===== src/rtl/pbs_pkg.sv =====
package pbs_pkg;

    typedef enum logic [1:0] {
        BM_LINEAR = 2'd0,
        BM_WRAP   = 2'd1,
        BM_STOP1  = 2'd2
    } burst_mode_e;

    localparam logic [3:0] CMD_MEM_RD     = 4'b0110;
    localparam logic [3:0] CMD_MEM_WR     = 4'b0111;
    localparam logic [3:0] CMD_MEM_RD_MUL = 4'b1100;
    localparam logic [3:0] CMD_MEM_RD_LN  = 4'b1110;
    localparam logic [3:0] CMD_MEM_WR_INV = 4'b1111;

    function automatic logic is_mem_cmd(input logic [3:0] cmd);
        logic hit;
        case (cmd)
            CMD_MEM_RD, CMD_MEM_WR, CMD_MEM_RD_MUL,
            CMD_MEM_RD_LN, CMD_MEM_WR_INV: hit = 1'b1;
            default:                       hit = 1'b0;
        endcase
        return hit;
    endfunction

    function automatic burst_mode_e order_to_mode(input logic [1:0] code,
                                                   input logic       mem,
                                                   input logic       rd);
        burst_mode_e m;
        if (!mem)              m = BM_LINEAR;
        else if (code[0])      m = BM_STOP1;
        else if (code[1] && rd) m = BM_WRAP;
        else                   m = BM_LINEAR;
        return m;
    endfunction

endpackage


===== src/rtl/pbs_decode.sv =====
module pbs_decode
    import pbs_pkg::*;
(
    input  logic [1:0]  order_code,
    input  logic [3:0]  cmd,
    input  logic        rd,
    output burst_mode_e mode
);
    logic mem;

    always_comb begin
        mem  = is_mem_cmd(cmd);
        mode = order_to_mode(order_code, mem, rd);
    end


    nonmem_linear_chk: assert final (mem || mode == BM_LINEAR);
endmodule


===== src/rtl/pbs_addr_gen.sv =====
module pbs_addr_gen #(
    parameter int WA_W  = 30,
    parameter int IDX_W = 3
) (
    input  logic            clk,
    input  logic            rst,
    input  logic            load,
    input  logic [WA_W-1:0] load_addr,
    input  logic            load_wrap,
    input  logic            step,
    output logic [WA_W-1:0] word_addr,
    output logic            wrap_mode
);
    logic [WA_W-1:0] addr_q;
    logic [WA_W-1:0] addr_nxt;
    logic [WA_W-1:0] start_addr;
    logic            wrap_q;

    // the critical 64-bit beat: clear the word-in-beat bit when wrapping
    always_comb begin
        start_addr = load_addr;
        if (load_wrap) start_addr[0] = 1'b0;
    end

    generate
        if (IDX_W < WA_W) begin : g_split
            logic [IDX_W-1:0] idx_inc;
            always_comb begin
                idx_inc = addr_q[IDX_W-1:0] + 1'b1;
                if (wrap_q) addr_nxt = {addr_q[WA_W-1:IDX_W], idx_inc};
                else        addr_nxt = addr_q + 1'b1;
            end
        end else begin : g_flat
            always_comb addr_nxt = addr_q + 1'b1;
        end
    endgenerate

    always_ff @(posedge clk) begin
        if (rst) begin
            addr_q <= '0;
            wrap_q <= 1'b0;
        end else if (load) begin
            addr_q <= start_addr;
            wrap_q <= load_wrap;
        end else if (step) begin
            addr_q <= addr_nxt;
        end
    end

    assign word_addr = addr_q;
    assign wrap_mode = wrap_q;


    load_linear_chk: assert property (@(posedge clk) disable iff (rst)
        (load && !load_wrap) |=> (word_addr == $past(load_addr)));


    wrap_start_chk: assert property (@(posedge clk) disable iff (rst)
        (load && load_wrap) |=> (word_addr[0] == 1'b0 && wrap_mode));


    wrap_in_line_chk: assert property (@(posedge clk) disable iff (rst)
        (wrap_q && step && !load) |=>
            (word_addr[WA_W-1:IDX_W] == $past(word_addr[WA_W-1:IDX_W])));


    linear_step_chk: assert property (@(posedge clk) disable iff (rst)
        (!wrap_q && step && !load) |=> (word_addr == $past(word_addr) + 1'b1));
endmodule


===== src/rtl/pbs_term.sv =====
module pbs_term
    import pbs_pkg::*;
#(
    parameter int LINE_WORDS = 8
) (
    input  logic        clk,
    input  logic        rst,
    input  logic        start,
    input  burst_mode_e start_mode,
    input  logic        phase_done,
    output logic        disc_req
);
    localparam int CNT_W = $clog2(LINE_WORDS) + 1;
    localparam logic [CNT_W-1:0] LAST_PHASE = CNT_W'(LINE_WORDS - 1);

    burst_mode_e      mode_q;
    logic [CNT_W-1:0] cnt_q;
    logic             disc_q;
    logic             accept;

    assign accept = phase_done && !disc_q && !start;

    always_ff @(posedge clk) begin
        if (rst) begin
            mode_q <= BM_LINEAR;
            cnt_q  <= '0;
            disc_q <= 1'b0;
        end else if (start) begin
            mode_q <= start_mode;
            cnt_q  <= '0;
            disc_q <= 1'b0;
        end else if (accept) begin
            case (mode_q)
                BM_STOP1: disc_q <= 1'b1;
                BM_WRAP: begin
                    cnt_q <= cnt_q + 1'b1;
                    if (cnt_q == LAST_PHASE) disc_q <= 1'b1;
                end
                default: ;
            endcase
        end
    end

    assign disc_req = disc_q;


    clear_on_start_chk: assert property (@(posedge clk) disable iff (rst)
        start |=> !disc_req);


    hold_disc_chk: assert property (@(posedge clk) disable iff (rst)
        (disc_req && !start) |=> disc_req);


    stop_first_chk: assert property (@(posedge clk) disable iff (rst)
        (mode_q == BM_STOP1 && accept) |=> disc_req);


    linear_never_chk: assert property (@(posedge clk) disable iff (rst)
        (mode_q == BM_LINEAR && !disc_req && !start) |=> !disc_req);
endmodule


===== src/rtl/pci_burst_seq.sv =====
module pci_burst_seq
    import pbs_pkg::*;
#(
    parameter int ADDR_W     = 32,
    parameter int LINE_BYTES = 32
) (
    input  logic              clk,
    input  logic              rst,
    input  logic              addr_vld,
    input  logic [ADDR_W-1:0] ad_in,
    input  logic [3:0]        cbe_in,
    input  logic              is_read,
    input  logic              phase_done,
    output logic [ADDR_W-3:0] word_addr,
    output logic              line_wrap,
    output logic              disc_req
);
    localparam int WA_W       = ADDR_W - 2;
    localparam int LINE_WORDS = LINE_BYTES / 4;
    localparam int IDX_W      = $clog2(LINE_WORDS);

    burst_mode_e mode_dec;
    logic        step;

    pbs_decode u_decode (
        .order_code (ad_in[1:0]),
        .cmd        (cbe_in),
        .rd         (is_read),
        .mode       (mode_dec)
    );

    assign step = phase_done && !disc_req && !addr_vld;

    pbs_addr_gen #(
        .WA_W  (WA_W),
        .IDX_W (IDX_W)
    ) u_addr (
        .clk       (clk),
        .rst       (rst),
        .load      (addr_vld),
        .load_addr (ad_in[ADDR_W-1:2]),
        .load_wrap (mode_dec == BM_WRAP),
        .step      (step),
        .word_addr (word_addr),
        .wrap_mode (line_wrap)
    );

    pbs_term #(
        .LINE_WORDS (LINE_WORDS)
    ) u_term (
        .clk        (clk),
        .rst        (rst),
        .start      (addr_vld),
        .start_mode (mode_dec),
        .phase_done (phase_done),
        .disc_req   (disc_req)
    );


    frozen_addr_chk: assert property (@(posedge clk) disable iff (rst)
        (disc_req && !addr_vld) |=> $stable(word_addr));


    reset_state_chk: assert property (@(posedge clk)
        rst |=> (word_addr == '0 && !line_wrap && !disc_req));
endmodule


===== config.mk =====
export PLATFORM = sky130hd
export DESIGN_NAME = pci_burst_seq
export DESIGN_NICKNAME = d
export VERILOG_FILES = /design/src/rtl/pbs_pkg.sv /design/src/rtl/pbs_decode.sv /design/src/rtl/pbs_addr_gen.sv /design/src/rtl/pbs_term.sv /design/src/rtl/pci_burst_seq.sv
export SDC_FILE = /design/constraint.sdc
export NUM_CORES = 1
export LEC_CHECK = 0
export ABC_AREA = 0
export ABC_CLOCK_PERIOD_IN_PS = 2300
export BUFFER_PORTS_ARGS = -buffer_cell sky130_fd_sc_hd__buf_2
export CAP_MARGIN = 25
export CORE_MARGIN = 2
export CORE_UTILIZATION = 35
export CTS_BUF_LIST = sky130_fd_sc_hd__clkbuf_8
export DETAILED_ROUTE_END_ITERATION = 12
export GPL_TIMING_DRIVEN = 0
export PLACE_DENSITY_LB_ADDON = 0.12
export SYNTH_ARGS = -nofsm -noshare
export SYNTH_HDL_FRONTEND = slang
export SYNTH_SLANG_ARGS = --single-unit

===== constraint.sdc =====
create_clock -name clk -period 2.3 [get_ports clk]
set_clock_uncertainty 0.1 [all_clocks]
set_input_delay 0.46 -clock clk [delete_from_list [all_inputs] [get_ports clk]]
set_output_delay 0.46 -clock clk [all_outputs]
set_load 0.02 [all_outputs]

Yosys cells after proc, flatten, opt, wreduce, memory -nomap -nowiden
Index checks and enable logic that the tools add are counted.
{"block": "op_classes", "n_mux": 10, "reduce_logical": 12, "n_addsub": 3, "n_eq_ne": 11}
{"operator": "$mux 30", "n": 3}
{"operator": "$add 30x1->30 const B", "n": 1}
{"operator": "$eq 4x3->1 const B", "n": 3}
{"operator": "$eq 4x4->1 const B", "n": 3}
{"operator": "$reduce_or 5->1", "n": 1}
{"operator": "$add 4x1->4 const B", "n": 1}
{"operator": "$eq 2x1->1 const B", "n": 2}
{"operator": "$mux 1", "n": 4}
{"operator": "$mux 2", "n": 2}
{"operator": "$reduce_and 2->1", "n": 2}
{"operator": "$reduce_bool 2->1", "n": 2}
{"operator": "$add 3x1->3 const B", "n": 1}
{"operator": "$logic_and 1x1->1", "n": 3}
{"operator": "$reduce_and 3->1", "n": 1}
{"operator": "$eq 2x2->1 const B", "n": 1}
{"operator": "$logic_not 1->1", "n": 2}
{"operator": "$ne 2x1->1 const B", "n": 1}
{"operator": "$ne 2x2->1 const B", "n": 1}
{"operator": "$pmux 1 s2", "n": 1}
{"operator": "$reduce_or 2->1", "n": 1}
{"block": "totals", "wordCells": 42, "register_bits": 38, "out_inout_bits": 32, "input_bits": 41}

Logic depth before layout (Yosys ltp)
Gate-level depths: netlist of run 1.
{"block": "depth", "word_depth": 7, "mapped_depth": 7, "mapped_depth_nobuf": 5}

Modules after synthesis
From an unflattened synthesis of run 1, not the netlist that was laid out.
{"block": "hier_totals", "hier_cells": 287, "area_unflattened_um2": 2294.7}
{"module": "pbs_addr_gen", "instances": 1, "area_per_inst_um2": 1908.1, "seq_area_each_um2": 620.6, "cells_per_inst": 244}
{"module": "pbs_term", "instances": 1, "area_per_inst_um2": 324.1, "seq_area_each_um2": 140.1, "cells_per_inst": 35}
{"module": "pbs_decode", "instances": 1, "area_per_inst_um2": 43.8, "seq_area_each_um2": 0.0, "cells_per_inst": 6}
{"module": "pci_burst_seq", "instances": 1, "area_per_inst_um2": 18.8, "seq_area_each_um2": 0.0, "cells_per_inst": 2}

Least setup slack after synthesis of run 1
No wires, ideal clock.
{"block": "synth_timing", "kind": "input -> register", "start": "in phase_done", "end": "reg u_addr.addr_q[29] (netlist: u_addr.word_addr[29])", "path_slack_ns": 0.033, "arrival_time_ns": 2.077, "stages": 5, "t_required_ns": 2.109, "n_path_buf": 1, "setup_time_ns": 0.091, "cell_sequence": "or3b_1 buf_2 or4_4 or4_1 a311oi_1"}
{"block": "synth_via", "elab_chain_cells": 4}
{"element": "start: declaration", "line": "pci_burst_seq.sv:13", "text": "input logic phase_done,"}
{"element": "$logic_and 1x1->1 (2 in series)", "line": "pci_burst_seq.sv:32", "text": "assign step = phase_done && !disc_req && !addr_vld;"}
{"element": "$reduce_bool 2->1 (no source line)"}
{"element": "$reduce_and 2->1 (no source line)"}
{"element": "end signal: assignment", "line": "pbs_addr_gen.sv:43", "text": "addr_q <= start_addr;"}
{"element": "end signal: assignment", "line": "pbs_addr_gen.sv:46", "text": "addr_q <= addr_nxt;"}
{"element": "end: declaration", "line": "pbs_addr_gen.sv:14", "text": "logic [WA_W-1:0] addr_q;"}
Every way passes these cells.
A chain may end at the register's enable or synchronous reset.

Final worst setup path of run 1
{"block": "layout_timing", "start": "reg u_term.disc_q (netlist: u_term.disc_req)", "end": "reg u_addr.addr_q[29] (netlist: u_addr.word_addr[29])"}
{"block": "layout_via", "elab_chain_cells": 5}
{"element": "start: declaration", "line": "pbs_term.sv:18", "text": "logic disc_q;"}
{"element": "start signal: assignment", "line": "pbs_term.sv:27", "text": "disc_q <= 1'b0;"}
{"element": "start signal: assignment", "line": "pbs_term.sv:31", "text": "disc_q <= 1'b0;"}
{"element": "start signal: assignment", "line": "pbs_term.sv:34", "text": "BM_STOP1: disc_q <= 1'b1;"}
{"element": "$logic_not 1->1", "line": "pci_burst_seq.sv:32"}
{"element": "$logic_and 1x1->1 (2 in series)", "line": "pci_burst_seq.sv:32"}
{"element": "$reduce_bool 2->1 (no source line)"}
{"element": "$reduce_and 2->1 (no source line)"}
Every way passes these cells.

==> results of run 1 <==
kinds of logic (layout without fill, tap and decap cells):
logic type               count (synthesis)  in the layout  synth area share (%)
buffers and inverters                   28            106                  4.61
AO/OA/AOI/OAI                           79             79                  25.7
flip-flops                              38             38                  32.6
AND/OR/NAND/NOR                        146            146                  32.1
XOR/XNOR                                 8              8                  3.00
multiplexers                             2              2                 0.912
adder cells (fa/ha/maj)                  2              2                  1.07
layout make-up:
| cell class | count | share of cell area (%) |
|---|---|---|
| buffer | 18 | 2.67 |
| clock buffer | 6 | 2.84 |
| clock inverter | 2 | 0.301 |
| inverter | 9 | 1.16 |
| multi-input combinational | 237 | 51.1 |
| sequential | 38 | 26.3 |
| tap | 77 | 3.31 |
| timing repair buffer | 71 | 12.3 |
critical path, delay by kind of cell (launching register included):
family                 cells  cell delay (ps)
and+or+nand+nor            3             1310
AOI/OAI and AO/OA          1              240
DFF                        1              370
buffers and inverters      1              140
metal layers:
| layer | GRT usage, % | up-vias | share of wire, % |
|---|---|---|---|
| met5 | 0 | - | 0 |
| met4 | 6.35 | 0 | 1.6 |
| met3 | 4.81 | 17 | 7.8 |
| met2 | 37.3 | 139 | 46 |
| met1 | 30.7 | 1312 | 44 |
| li1 | - | 1326 | - |
cell usage after synthesis (all sizes together), types with 6 or more instances:
| cell type | n |
|---|---|
| a21oi | 11 |
| a311oi | 6 |
| clkbuf | 16 |
| dfxtp | 38 |
| inv | 8 |
| nand2 | 42 |
| nand3 | 14 |
| nand4 | 8 |
| nor2 | 25 |
| nor3 | 11 |
| nor4 | 6 |
| o21ai | 7 |
| o311ai | 6 |
| or3 | 14 |
| or4 | 9 |
| xnor2 | 6 |
through the flow:
stage / total power [uW] / TNS [ps] / area (sq um)
5_1_grt: 1600 / -6.51 / 2910
3_3_place_gp: 1050 / -624 / 2780
3_5_place_dp: 1060 / -491 / 2780
4_1_cts: 1540 / -12.2 / 2870
6_report: 1530 / 0 / 2910
2_1_floorplan: 926 / 0 / 2330
power by group through the flow:
stage,sequential [uW],clock (uW),combinational [uW]
detailed placement,766,0,289
global route,757,525,321
CTS,751,499,291
floorplan,796,0,130
finish,752,488,295
global placement,765,0,288
cell usage in the layout (no fill, tap or decap), types with 7 or more instances in the layout:
master,instances
buf_2,71
nand2_1,42
dfxtp_1,36
nor2_1,25
clkbuf_1,14
nand3_1,14
or3_1,13
a21oi_1,11
nor3_1,11
inv_1,9
nand4_1,8
o21ai_0,7
or4_1,7
registers in the layout, indices dropped and copies added (netlist names):
| register | flops |
|---|---|
| u_addr.word_addr | 30 |
| u_addr.wrap_mode | 1 |
| u_term.cnt_q | 4 |
| u_term.disc_req | 1 |
| u_term.mode_q | 2 |
timing repair:
action                                 4_1_cts  5_1_grt
buffers inserted                             0        1
setup endpoints to repair                    1       12
pin swaps                                    0        1
resized for setup                            0       13
endpoints found under the hold margin        0        0
how the worst min path moves through the flow:
stage                     startpoint                    to  slack (ps)  depth (start not counted)
global placement    u_term.mode_q[0]      u_term.mode_q[0]         350                          2
detailed placement  u_term.mode_q[0]      u_term.mode_q[0]         370                          2
finish                     ad_in[21]  u_addr.word_addr[19]         300                          2
CTS                        ad_in[29]  u_addr.word_addr[27]         290                          3
floorplan           u_term.mode_q[0]      u_term.mode_q[0]         340                          2
global route               ad_in[29]  u_addr.word_addr[27]         290                          3
==> key figures, run 1 <==
Power and ir drop
  – Clk pwr share: 31.8%
  – Seq pwr share: 49.0%
  – Sw Share: 31.8%
  – Logic pwr share: 19.2%
  – Static Leak: 0.00107 uW
  – Sw Pwr: 488 uW
  – Int Power: 1050 uW
  – Peak supply drop: 253 uV
  – PD cells: 528 nW/um^2

Final layout
  – P&R area growth vs syn: 24.6%
  – Nets: 423
  – Register area: 766 sq um
  – Filler cells: 690
  – Final core utilization: 45.5%
  – Multi-input combinational cell area: 1480 sq um
  – Layout cells sized above 1: 23.6%
  – Inserted Diodes: 0
  – Post-Layout Cell Count: 458

Floorplanning
  – I/O Pins: 73
  – Core ar.: 6390 sq um
  – Row cnt: 29
  – Total die area: 7340 sq um
  – Initial Util: 36.5%
  – Die height: 85.7 microns
  – Die X: 85.7 microns

Synth
  – Number of synthesized register bits: 38
  – EDFF count, synth: 0
  – Cells after synthesis: 303
  – Post-synthesis sequential area ratio: 32.6%
  – Mapped cell area: 2330 sq um
  – Post-synth top area share: 32.6%
  – Synth area leaders: dfxtp_1 (33%), nand2_1 (6.8%), nor2_1 (4.0%)
  – Distinct cells, synth: 53
  – Post-Syn Nets: 346
  – Synth Flop Type: dfxtp_1
  – Syn_area_per_cell: 7.70 sq um
  – Async SR Flop Fraction: 0%
  – Synth area leader: dfxtp_1
  – YS warnings: 0

Drt
  – Final ANT Viol Nets: 0
  – Vias per cell: 6.10
  – Routed vias: 2794
  – Drt pass-1 iters: 5
  – DRT iter0 DRCs: 237
  – Routed WL: 8.33 mm
  – Wire length per cell: 18.2 microns
  – DR DRC count: 0

Place
  – Placed cells: 450
  – HPWL after DPL: 6.08 mm
  – GP Congestion: 0.927
  – Post-Place Setup Slack: -213 ps
  – # port buffers: 70

Setup path
  – Crit-path max FO: 7
  – Arrival @ worst endpoint: 2370 ps
  – Worst r2r path cells: 5
  – Reg2reg start: u_term.disc_req
  – CP Cell Sequence: or3b_1, buf_6, or4_4, or4_1, a311oi_1
  – Critical Path RT: 2410 ps
  – Critical path class: reg2reg
  – Critical R2R Capture: u_addr.word_addr[29]
  – Startpoint Class: register
  – CP Launch Point: u_term.disc_req
  – R2R setup slack: 40 ps
  – Worst Setup End Kind: register
  – Slowest CP cell: or4_4
  – Crit path largest cell delay: 550 ps
  – Worst Setup EP: u_addr.word_addr[29]

CTS
  – Root buf cell: clkbuf_8
  – CTS H-Tree Depth: 2
  – CTS Sinks: 38
  – Post-CTS Hold Buffers: 0
  – Bufs on Longest Clock Path: 2
  – Inserted Clock Buffers: 5
  – Worst-skew pair later-pin latency: 300 ps
  – CTS tree: built
  – Clk slew on worst S/H paths: 80 ps

Global routing
  – First-pass GRT wire length: 13.1 mm
  – Largest net degree at the start of global routing: 12
  – Total grt overflow: 0
  – GRT Overall Usage: 22.9%
  – Initial antenna violation count: 0
  – Vias in the first global route: 2518

Timing
  – Slew Viols, Final: 0
  – FMAX: 443 MHz
  – Hold slack: 299 ps
  – Final setup viols: 0
  – Final critical-path required period: 2260 ps
  – Final worst slack: 41.3 ps
  – Worst-Margin Slew: 907 ps
  – Final Cycle Share: 98.2%
  – Slew headroom: 39.0%
  – Final Hold Fails: 0

Status
  – Status: complete, no violations

Run
  – Max-cap violations: 0

Hold path
  – Tightest Hold Check Type: in2reg
Note: power is estimated with default switching activity, not from simulation.
==> inputs of run 2 (changes only) <==
--- a/config.mk
+++ b/config.mk
@@ -15,6 +15,7 @@
 export DETAILED_ROUTE_END_ITERATION = 12
 export GPL_TIMING_DRIVEN = 0
 export PLACE_DENSITY_LB_ADDON = 0.12
+export RECOVER_POWER = 50
 export SYNTH_ARGS = -nofsm -noshare
 export SYNTH_HDL_FRONTEND = slang
 export SYNTH_SLANG_ARGS = --single-unit
==> key figures, run 2 (synthesis results as in run 1) <==
Final layout
  – Layout cells sized above 1: 15.2% (-8.4 points)
  – Largest register FFs: 30 (unchanged)
  – Multi-input combinational cell area: 1480 sq um (unchanged)
  – Nets: 423 (unchanged)
  – Inserted Diodes: 0 (unchanged)
  – Commonest non-fill, non-tap cell in the layout: clkbuf_1
  – P&R area growth vs syn: 22.8%
  – Filler cells: 706 (+2.3%)
  – Commonest non-fill, non-tap cells in the layout: clkbuf_1 (47), nand2_1 (42), buf_2 (39)
  – Register area: 766 sq um (unchanged)

CTS
  – CTS Sinks: 38 (unchanged)
  – Inserted Clock Buffers: 5 (unchanged)
  – Worst-skew pair later-pin latency: 300 ps (about the same)
  – Root buf cell: clkbuf_8
  – Bufs on Longest Clock Path: 2 (unchanged)
  – CTS tree: built
  – Clk slew on worst S/H paths: 80 ps (about the same)
  – CTS H-Tree Depth: 2 (unchanged)

Status
  – Status: complete, no violations

Drt
  – Routed vias: 2769 (-0.89%)
  – Drt pass-1 iters: 5 (unchanged)
  – Wire length per cell: 18.2 microns (about the same)
  – DR DRC count: 0 (unchanged)
  – Routed WL: 8.32 mm (about the same)
  – Final ANT Viol Nets: 0 (unchanged)
  – Vias per cell: 6.05 (-0.89%)
  – DRT iter0 DRCs: 191 (-19%)

Run
  – Max-cap violations: 0 (unchanged)

Place
  – HPWL after DPL: 6.08 mm (unchanged)
  – GP Congestion: 0.927 (unchanged)
  – # port buffers: 70 (unchanged)

Global routing
  – GRT Overall Usage: 22.9% (unchanged)
  – Largest net degree at the start of global routing: 12 (unchanged)
  – Vias in the first global route: 2518 (unchanged)
  – Initial antenna violation count: 0 (unchanged)
  – Total grt overflow: 0 (unchanged)
  – First-pass GRT wire length: 13.1 mm (unchanged)

Hold path
  – Hold worst-path end: u_addr.word_addr[19]
  – Tightest Hold Check Type: in2reg
  – WHS Path Cells: 2 (unchanged)
  – Hold Path Origin: ad_in[21]

Timing
  – Final setup viols: 0 (unchanged)
  – Setup TNS: 0 ps (unchanged)
  – Worst-Margin Slew: 848 ps (-59.7 ps)
  – Slew Viols, Final: 0 (unchanged)
  – Final Hold Fails: 0 (unchanged)
  – Final Cycle Share: 98.2% (about the same)
  – FMAX: 443 MHz (about the same)
  – Slew headroom: 43.1% (+4.0 points)
  – Final critical-path required period: 2260 ps (+0.291 ps)

Setup path
  – Reg2reg start: u_term.disc_req
  – Worst r2r path cells: 5 (unchanged)
  – R2R setup slack: 40 ps (about the same)
  – Crit-path max FO: 7 (unchanged)
  – Critical Path RT: 2410 ps (about the same)
  – Critical path class: reg2reg
  – Startpoint Class: register
  – Arrival @ worst endpoint: 2370 ps (about the same)
  – Worst Setup End Kind: register
  – Critical R2R Capture: u_addr.word_addr[29]

Floorplanning
  – Core ar.: 6390 sq um (unchanged)
  – Die height: 85.7 microns (unchanged)
  – Initial Util: 36.5% (unchanged)
  – Row cnt: 29 (unchanged)
  – Die X: 85.7 microns (unchanged)
  – I/O Pins: 73 (unchanged)
  – Total die area: 7340 sq um (unchanged)

Power and ir drop
  – PD cells: 533 nW/um^2 (+1.0%)
  – Peak supply drop: 254 uV (+0.58%)
  – Pwr Total: 1530 uW (-0.38%)
  – Static Leak: 0.000949 uW (-11%)
==> run 2: changes by cell type in the layout (fill, tap and decap cells not counted) <==
cell,previous run,this run
buf_1,1,0
buf_2,71,39
clkbuf_1,14,47
==> run 2: final cells by class <==
class | count | area share [%]
Buffer | 18 | 2.71
Clock buffer | 6 | 2.88
Clock inverter | 2 | 0.306
Inverter | 9 | 1.18
Multi-Input combinational cell | 237 | 51.8
Sequential cell | 38 | 26.7
Tap cell | 77 | 3.36
Timing Repair Buffer | 71 | 11.1
==> run 2: repair_timing <==
item	in CTS	in global routing
buffers inserted	0	1
endpoints found under the setup margin	1	12
gates resized for setup	0	13
hold buffers	0	0
pin swaps	0	1
==> run 2: worst max-delay path by stage <==
stage | start | end | slack, ps | depth (start not counted)
after CTS | u_addr.wrap_mode | u_addr.word_addr[9] | -10 | 6
after floorplan | phase_done | u_addr.word_addr[29] | 30 | 5
after detailed placement | phase_done | u_addr.word_addr[29] | -210 | 6
after global placement | phase_done | u_addr.word_addr[29] | -200 | 6
final | u_term.disc_req | u_addr.word_addr[29] | 40 | 5
after global routing | u_addr.word_addr[16] | u_addr.word_addr[26] | -9 | 5
==> run 2: power breakdown <==
group	leakage (uW)	switching, uW	internal (uW)
registers	0.000314	58.1	694
logic	0.000583	181	104
clock network	0.0000524	253	238
total	0.000949	492	1040
==> run 2: worst max-delay path, cell delays in order, from the launching register on <==
cell and delay, ps:
dfxtp_4 370, or3b_1 360, buf_6 140, or4_4 550, or4_1 400, a311oi_1 240
==> run 2: through the flow <==
| stage | utilization [%] | setup WS, ps | area, sq um | hold WS, ps | std cells |
|---|---|---|---|---|---|
| floorplan | - | 32.5 | 2330 | 345 | 303 |
| global placement | 43.5 | -195 | 2780 | 354 | 450 |
| detailed placement | 43.5 | -213 | 2780 | 365 | 450 |
| CTS | 45.0 | -12.2 | 2870 | 289 | 458 |
| global route | 44.9 | -8.82 | 2870 | 288 | 458 |
| finish | 44.9 | 41.0 | 2870 | 298 | 458 |
==> run 2: metal layers <==
| metal | global-route usage (%) | wire, microns | up-vias |
|---|---|---|---|
| met5 | 0 | 0 | - |
| li1 | - | - | 1333 |
| met4 | 6.35 | 108 | 0 |
| met3 | 4.81 | 626 | 12 |
| met2 | 37.3 | 3870 | 135 |
| met1 | 30.7 | 3710 | 1289 |
